`src/rtl/hd_lnum_pkg.sv`:
```
package hd_lnum_pkg;
  // capture sequencer states
  typedef enum logic [1:0] {
    SEQ_IDLE = 2'd0,
    SEQ_LO   = 2'd1,
    SEQ_HI   = 2'd2
  } seq_t;
endpackage

```
`src/rtl/lnum_seq.sv`:
```
module lnum_seq
  import hd_lnum_pkg::*;
(
  input  logic clk,
  input  logic rst_n,
  input  logic word_vld,
  input  logic eav_seen,
  input  logic hd_mode,
  input  logic word_ok,
  output logic take_lo,
  output logic take_hi,
  output logic miss
);
  seq_t state_q, state_d;

  always_comb begin
    state_d = state_q;
    take_lo = 1'b0;
    take_hi = 1'b0;
    miss    = 1'b0;
    if (!hd_mode) begin
      state_d = SEQ_IDLE;
    end else if (word_vld) begin
      unique case (state_q)
        SEQ_IDLE: begin
          if (eav_seen) state_d = SEQ_LO;
        end
        SEQ_LO: begin
          if (eav_seen) begin
            miss    = 1'b1;
            state_d = SEQ_LO;
          end else if (!word_ok) begin
            miss    = 1'b1;
            state_d = SEQ_IDLE;
          end else begin
            take_lo = 1'b1;
            state_d = SEQ_HI;
          end
        end
        SEQ_HI: begin
          if (eav_seen) begin
            miss    = 1'b1;
            state_d = SEQ_LO;
          end else if (!word_ok) begin
            miss    = 1'b1;
            state_d = SEQ_IDLE;
          end else begin
            take_hi = 1'b1;
            state_d = SEQ_IDLE;
          end
        end
        default: state_d = SEQ_IDLE;
      endcase
    end
  end

  always_ff @(posedge clk or negedge rst_n) begin
    if (!rst_n) state_q <= SEQ_IDLE;
    else        state_q <= state_d;
  end
endmodule

```
`src/rtl/lnum_capture.sv`:
```
module lnum_capture #(
  parameter int WORD_W  = 10,
  parameter int LINE_W  = 11,
  parameter int LO_BITS = 7,
  parameter int LO_LSB  = 2,
  parameter int HI_LSB  = 2
) (
  input  logic              clk,
  input  logic              rst_n,
  input  logic [WORD_W-1:0] y_word,
  input  logic              take_lo,
  output logic              word_ok,
  output logic [LINE_W-1:0] rx_line
);
  localparam int HI_BITS = LINE_W - LO_BITS;

  logic [LO_BITS-1:0] lo_q, lo_d;

  // a line word must carry the inverse of bit WORD_W-2 in its top bit
  assign word_ok = (y_word[WORD_W-1] == ~y_word[WORD_W-2]);

  always_comb begin
    lo_d = lo_q;
    if (take_lo) lo_d = y_word[LO_LSB +: LO_BITS];
  end

  always_ff @(posedge clk or negedge rst_n) begin
    if (!rst_n) lo_q <= '0;
    else        lo_q <= lo_d;
  end

  assign rx_line = {y_word[HI_LSB +: HI_BITS], lo_q};
endmodule

```
`src/rtl/lnum_cmp.sv`:
```
module lnum_cmp #(
  parameter int LINE_W = 11
) (
  input  logic              take_hi,
  input  logic              miss,
  input  logic [LINE_W-1:0] rx_line,
  input  logic [LINE_W-1:0] exp_line,
  output logic              err_set
);
  logic differ;
  assign differ  = |(rx_line ^ exp_line);
  assign err_set = miss | (take_hi & differ);
endmodule

```
`src/rtl/lnum_flag.sv`:
```
module lnum_flag (
  input  logic clk,
  input  logic rst_n,
  input  logic err_set,
  input  logic err_clr,
  output logic flag
);
  logic flag_q, flag_d;

  always_comb begin
    flag_d = flag_q;
    if (err_set)      flag_d = 1'b1;
    else if (err_clr) flag_d = 1'b0;
  end

  always_ff @(posedge clk or negedge rst_n) begin
    if (!rst_n) flag_q <= 1'b0;
    else        flag_q <= flag_d;
  end

  assign flag = flag_q;
endmodule

```
`src/rtl/hd_lnum_check.sv`:
```
module hd_lnum_check #(
  parameter int WORD_W  = 10,
  parameter int LINE_W  = 11,
  parameter int LO_BITS = 7,
  parameter int LO_LSB  = 2,
  parameter int HI_LSB  = 2,
  parameter int SYNC_N  = 2
) (
  input  logic              clk,
  input  logic              rst_n,
  input  logic [WORD_W-1:0] y_word,
  input  logic              word_vld,
  input  logic              eav_seen,
  input  logic [LINE_W-1:0] exp_line,
  input  logic              hd_mode,
  input  logic              err_clr,
  output logic              lnum_err
);
  // reset: asserts at once, releases after SYNC_N clock edges
  logic [SYNC_N-1:0] rst_pipe_q;
  logic              rst_sync_n;

  always_ff @(posedge clk or negedge rst_n) begin
    if (!rst_n) rst_pipe_q <= '0;
    else        rst_pipe_q <= {rst_pipe_q[SYNC_N-2:0], 1'b1};
  end
  assign rst_sync_n = rst_pipe_q[SYNC_N-1];

  logic              word_ok;
  logic              take_lo;
  logic              take_hi;
  logic              miss;
  logic              err_set;
  logic [LINE_W-1:0] rx_line;

  lnum_seq u_seq (
    .clk      (clk),
    .rst_n    (rst_sync_n),
    .word_vld (word_vld),
    .eav_seen (eav_seen),
    .hd_mode  (hd_mode),
    .word_ok  (word_ok),
    .take_lo  (take_lo),
    .take_hi  (take_hi),
    .miss     (miss)
  );

  lnum_capture #(
    .WORD_W  (WORD_W),
    .LINE_W  (LINE_W),
    .LO_BITS (LO_BITS),
    .LO_LSB  (LO_LSB),
    .HI_LSB  (HI_LSB)
  ) u_cap (
    .clk     (clk),
    .rst_n   (rst_sync_n),
    .y_word  (y_word),
    .take_lo (take_lo),
    .word_ok (word_ok),
    .rx_line (rx_line)
  );

  lnum_cmp #(.LINE_W(LINE_W)) u_cmp (
    .take_hi  (take_hi),
    .miss     (miss),
    .rx_line  (rx_line),
    .exp_line (exp_line),
    .err_set  (err_set)
  );

  lnum_flag u_flag (
    .clk     (clk),
    .rst_n   (rst_sync_n),
    .err_set (err_set),
    .err_clr (err_clr),
    .flag    (lnum_err)
  );
endmodule

```
`config.mk`:
```
export PLATFORM = sky130hd
export DESIGN_NAME = hd_lnum_check
export DESIGN_NICKNAME = d
export VERILOG_FILES = /design/src/rtl/hd_lnum_pkg.sv /design/src/rtl/lnum_seq.sv /design/src/rtl/lnum_capture.sv /design/src/rtl/lnum_cmp.sv /design/src/rtl/lnum_flag.sv /design/src/rtl/hd_lnum_check.sv
export SDC_FILE = /design/constraint.sdc
export NUM_CORES = 1
export LEC_CHECK = 0
export ABC_CLOCK_PERIOD_IN_PS = 800
export BUFFER_PORTS_ARGS = -buffer_cell sky130_fd_sc_hd__buf_2
export CAP_MARGIN = 20
export CORE_MARGIN = 4
export CORE_UTILIZATION = 48
export CTS_BUF_LIST = sky130_fd_sc_hd__clkbuf_8
export DETAILED_ROUTE_END_ITERATION = 12
export GPL_TIMING_DRIVEN = 0
export PLACE_DENSITY = 0.8
export REMOVE_ABC_BUFFERS = 1
export SLEW_MARGIN = 20
export SYNTH_ARGS = -nofsm -noshare
export SYNTH_HDL_FRONTEND = slang
export SYNTH_SLANG_ARGS = --single-unit
```
`constraint.sdc`:
```
create_clock -name clk -period 0.8 [get_ports clk]
set_input_delay 0.08 -clock clk [delete_from_list [all_inputs] [get_ports clk]]
set_output_delay 0.08 -clock clk [all_outputs]
set_load 0.05 [all_outputs]
```
==> out/metrics.csv <==
stage;metric;value;unit
run_status;outcome;finished with violations;
run_status;violations;setup timing;
floorplanning;num_rows;13;
pwr;power_leakage;0.452;nW
floorplanning;core-area;1320;µm²
synth;synth-warning-count;0;
placed_design;gp_congestion;0.689;
cells_and_area;synthToLayoutAreaGrowth;44.6;%
route;drc;0;
global_route;use_met1;19.7;%
timing;rsz0062_at_grt;yes;
global_route;grtUsageMet2;31.8;%
timing;final.setup.tns;-5.67;ns
cells_and_area;diodes;0;
flow_run;cap_viol_max_count;0;
clocking;clkSlewWorstSetupHoldPaths;0.04;ns
setup_path;cp_slowest_cell;or4b_1;
global_route;grt_use_total;18.4;%
setup_path;critical-path-max-stage-delay;0.51;ns
cells_and_area;post-route-util;75.1;%
clocking;insertion_delay;0.24;ns
global_route;overflow;0;
clocking;cts_buffers;3;
setup_path;startpoint_type;flop;
clocking;cts_tree;built;
synth;ys_ff_latch;12;
setup_path;cp.arrival;1.61;ns
clocking;clockRootBuffer;clkbuf_8;
setup_path;crit_fanout;3;
timing;fin_ws;-0.646;ns
setup_path;r2r_slack;-0.65;ns
timing;setup_viol_count_final;11;
cells_and_area;drive_gt1_share;55.3;%
setup_path;critPathKind;reg2reg;
setup_path;cp.required;0.96;ns
route;num_vias;579;
synth;ys_seq_area_share;43.9;%
clocking;cts-htree-levels;1;
floorplanning;start_util;51.9;%
global_route;grt_util_met3;6.72;%
timing;post-route-min-period;1.45;ns
global_route;antenna_found_initial;0;
cells_and_area;instances_no_fill;109;
timing;fin_skew;0.00801;ns
cells_and_area;final_nets;127;
route;first_iter_violations;9;
floorplanning;dieArea;2090;µm²
setup_path;end_kind;flop;
timing;fin_hold_ws;0.0791;ns
route;vias_per_cell;5.31;
synth;avgSynthCellArea;11.2;µm²
global_route;grt-busiest-layer;met2;
floorplanning;top_level_ports;28;
timing;final_max_slew_viol_count;0;
route;antenna_left;0;
clocking;clockBufferDepth;2;
cells_and_area;fin_area;990;µm²
timing;finalCritPeriodShare;181;%
floorplanning;die_w;45.8;µm
placed_design;dpl_cell_area;817;µm²
global_route;grt_max_degree;11;
global_route;grt_pass1_vias;636;
synth;yosysUniqueCellTypes;20;
setup_path;crit_path_cell_trace;inv_2 > ha_4 > inv_1 > or4b_1 > a21boi_1;
pwr;fin_total_pwr;1.72;mW
placed_design;place_inst;100;
hold_path;hold_path_class;in2reg;
pwr;vdd_drop_max;1270;µV
synth;netlist_area;684;µm²
timing;fmax;692;MHz
route;routed_wl;1620;µm
global_route;grt_pass1_wl;2640;µm
pwr;p_per_area;1730;nW/µm²
synth;synthCells;61;
clocking;cts.sinks;12;
placed_design;dp_hpwl;1040;µm
placed_design;place_ws;-0.814;ns
route;wl_per_cell;14.9;µm
placed_design;portBuffers;25;
route;firstDrtPassIters;4;
cells_and_area;num-fill-cells;88;
floorplanning;dieHeight;45.8;µm
timing;finalHoldViolCount;0;
cell usage in the layout (no fill, tap or decap), drive strengths merged, types with 2 or more instances in the layout:
cell type and instances:
buf 30, clkbuf 3, dfrtp 12, ha 4, inv 5, mux2 7, nand2 2, nand3 2
nand4 3, nor3 3, xnor2 12
metal layers:
layer	part of all wire [%]	vias to the layer above
li1	-	273
met1	36	277
met2	53	25
met3	9.2	4
met4	2.1	0
met5	0	-
synthesized netlist by cell type:
| cell | number | area share, % |
|---|---|---|
| o21bai_1 | 1 | 1.1 |
| inv_1 | 5 | 2.7 |
| mux2_2 | 7 | 12 |
| a21oi_1 | 1 | 0.73 |
| buf_6 | 1 | 1.6 |
| conb_1 | 1 | 0.55 |
| or4b_1 | 1 | 1.5 |
| o22ai_1 | 1 | 0.91 |
| ha_1 | 4 | 7.3 |
| nor3_1 | 3 | 2.2 |
| nand4_1 | 3 | 2.7 |
| nor2b_1 | 1 | 0.91 |
| xnor2_1 | 12 | 15 |
| o21ai_0 | 1 | 0.73 |
| a21boi_1 | 1 | 1.1 |
| nor2_2 | 1 | 0.91 |
| dfrtp_1 | 12 | 44 |
| nand3_1 | 2 | 1.5 |
| nand2_1 | 2 | 1.1 |
| and4_4 | 1 | 1.6 |
registers in the layout, summed over array words and instances (netlist names):
register and flops:
u_seq.state_q 2, u_flag.flag 1, u_cap.lo_q 7, rst_pipe_q 2
where the power goes:
part	total [mW]	switching, mW	leakage, nW	internal [mW]
Combinational	0.421	0.158	0.274	0.263
Sequential	0.755	0.0666	0.157	0.689
Clock	0.539	0.208	0.0216	0.331
Total	1.72	0.433	0.452	1.28
cells by family after synthesis:
group           count (synthesis)  share of synthesized area (%)
compound gates                  5                           4.57
flops                          12                           43.9
buf+inv                         6                           4.39
fa+ha+maj                       4                           7.31
other cells                     1                          0.548
simple gates                   14                           12.4
mux                             7                           11.5
xor+xnor                       12                           15.4
final timing paths:
check	startpoint	endpoint	cells past startpoint
min in group asynchronous	rst_n	rst_pipe_q[1]	2
max reg2reg	u_seq.state_q[1]	u_seq.state_q[1]	5
min reg2reg	rst_pipe_q[1]	u_cap.lo_q[3]	0
min	y_word[6]	u_cap.lo_q[4]	2
max in group asynchronous	rst_pipe_q[1]	u_seq.state_q[1]	0
max	u_seq.state_q[1]	u_seq.state_q[1]	5
worst max-delay path, delay by kind of cell (launching register included):
family	cells	cell delay, ns
AOI/OAI and AO/OA	1	0.16
and+or+nand+nor	1	0.51
adders and majority gates	1	0.16
DFF	1	0.39
buffers and inverters	2	0.15
final cells by class:
type | instances | area (µm²) | share of cell area (%)
Inverter | 5 | 18.8 | 1.90
Multi-Input combinational cell | 43 | 428 | 43.2
Clock buffer | 3 | 41.3 | 4.17
Timing Repair Buffer | 31 | 183 | 18.5
Tap cell | 15 | 18.8 | 1.90
Sequential cell | 12 | 300 | 30.3
timing repair:
action / 4_1_cts / 5_1_grt
resized for setup: 20 / 3
pin swaps: 4 / 4
setup endpoints to repair: 11 / 11
hold endpoints to repair: 2 / 0
buffers inserted: 3 / 2
hold buffers: 1 / 0
Note: power is estimated with default switching activity, not from simulation.
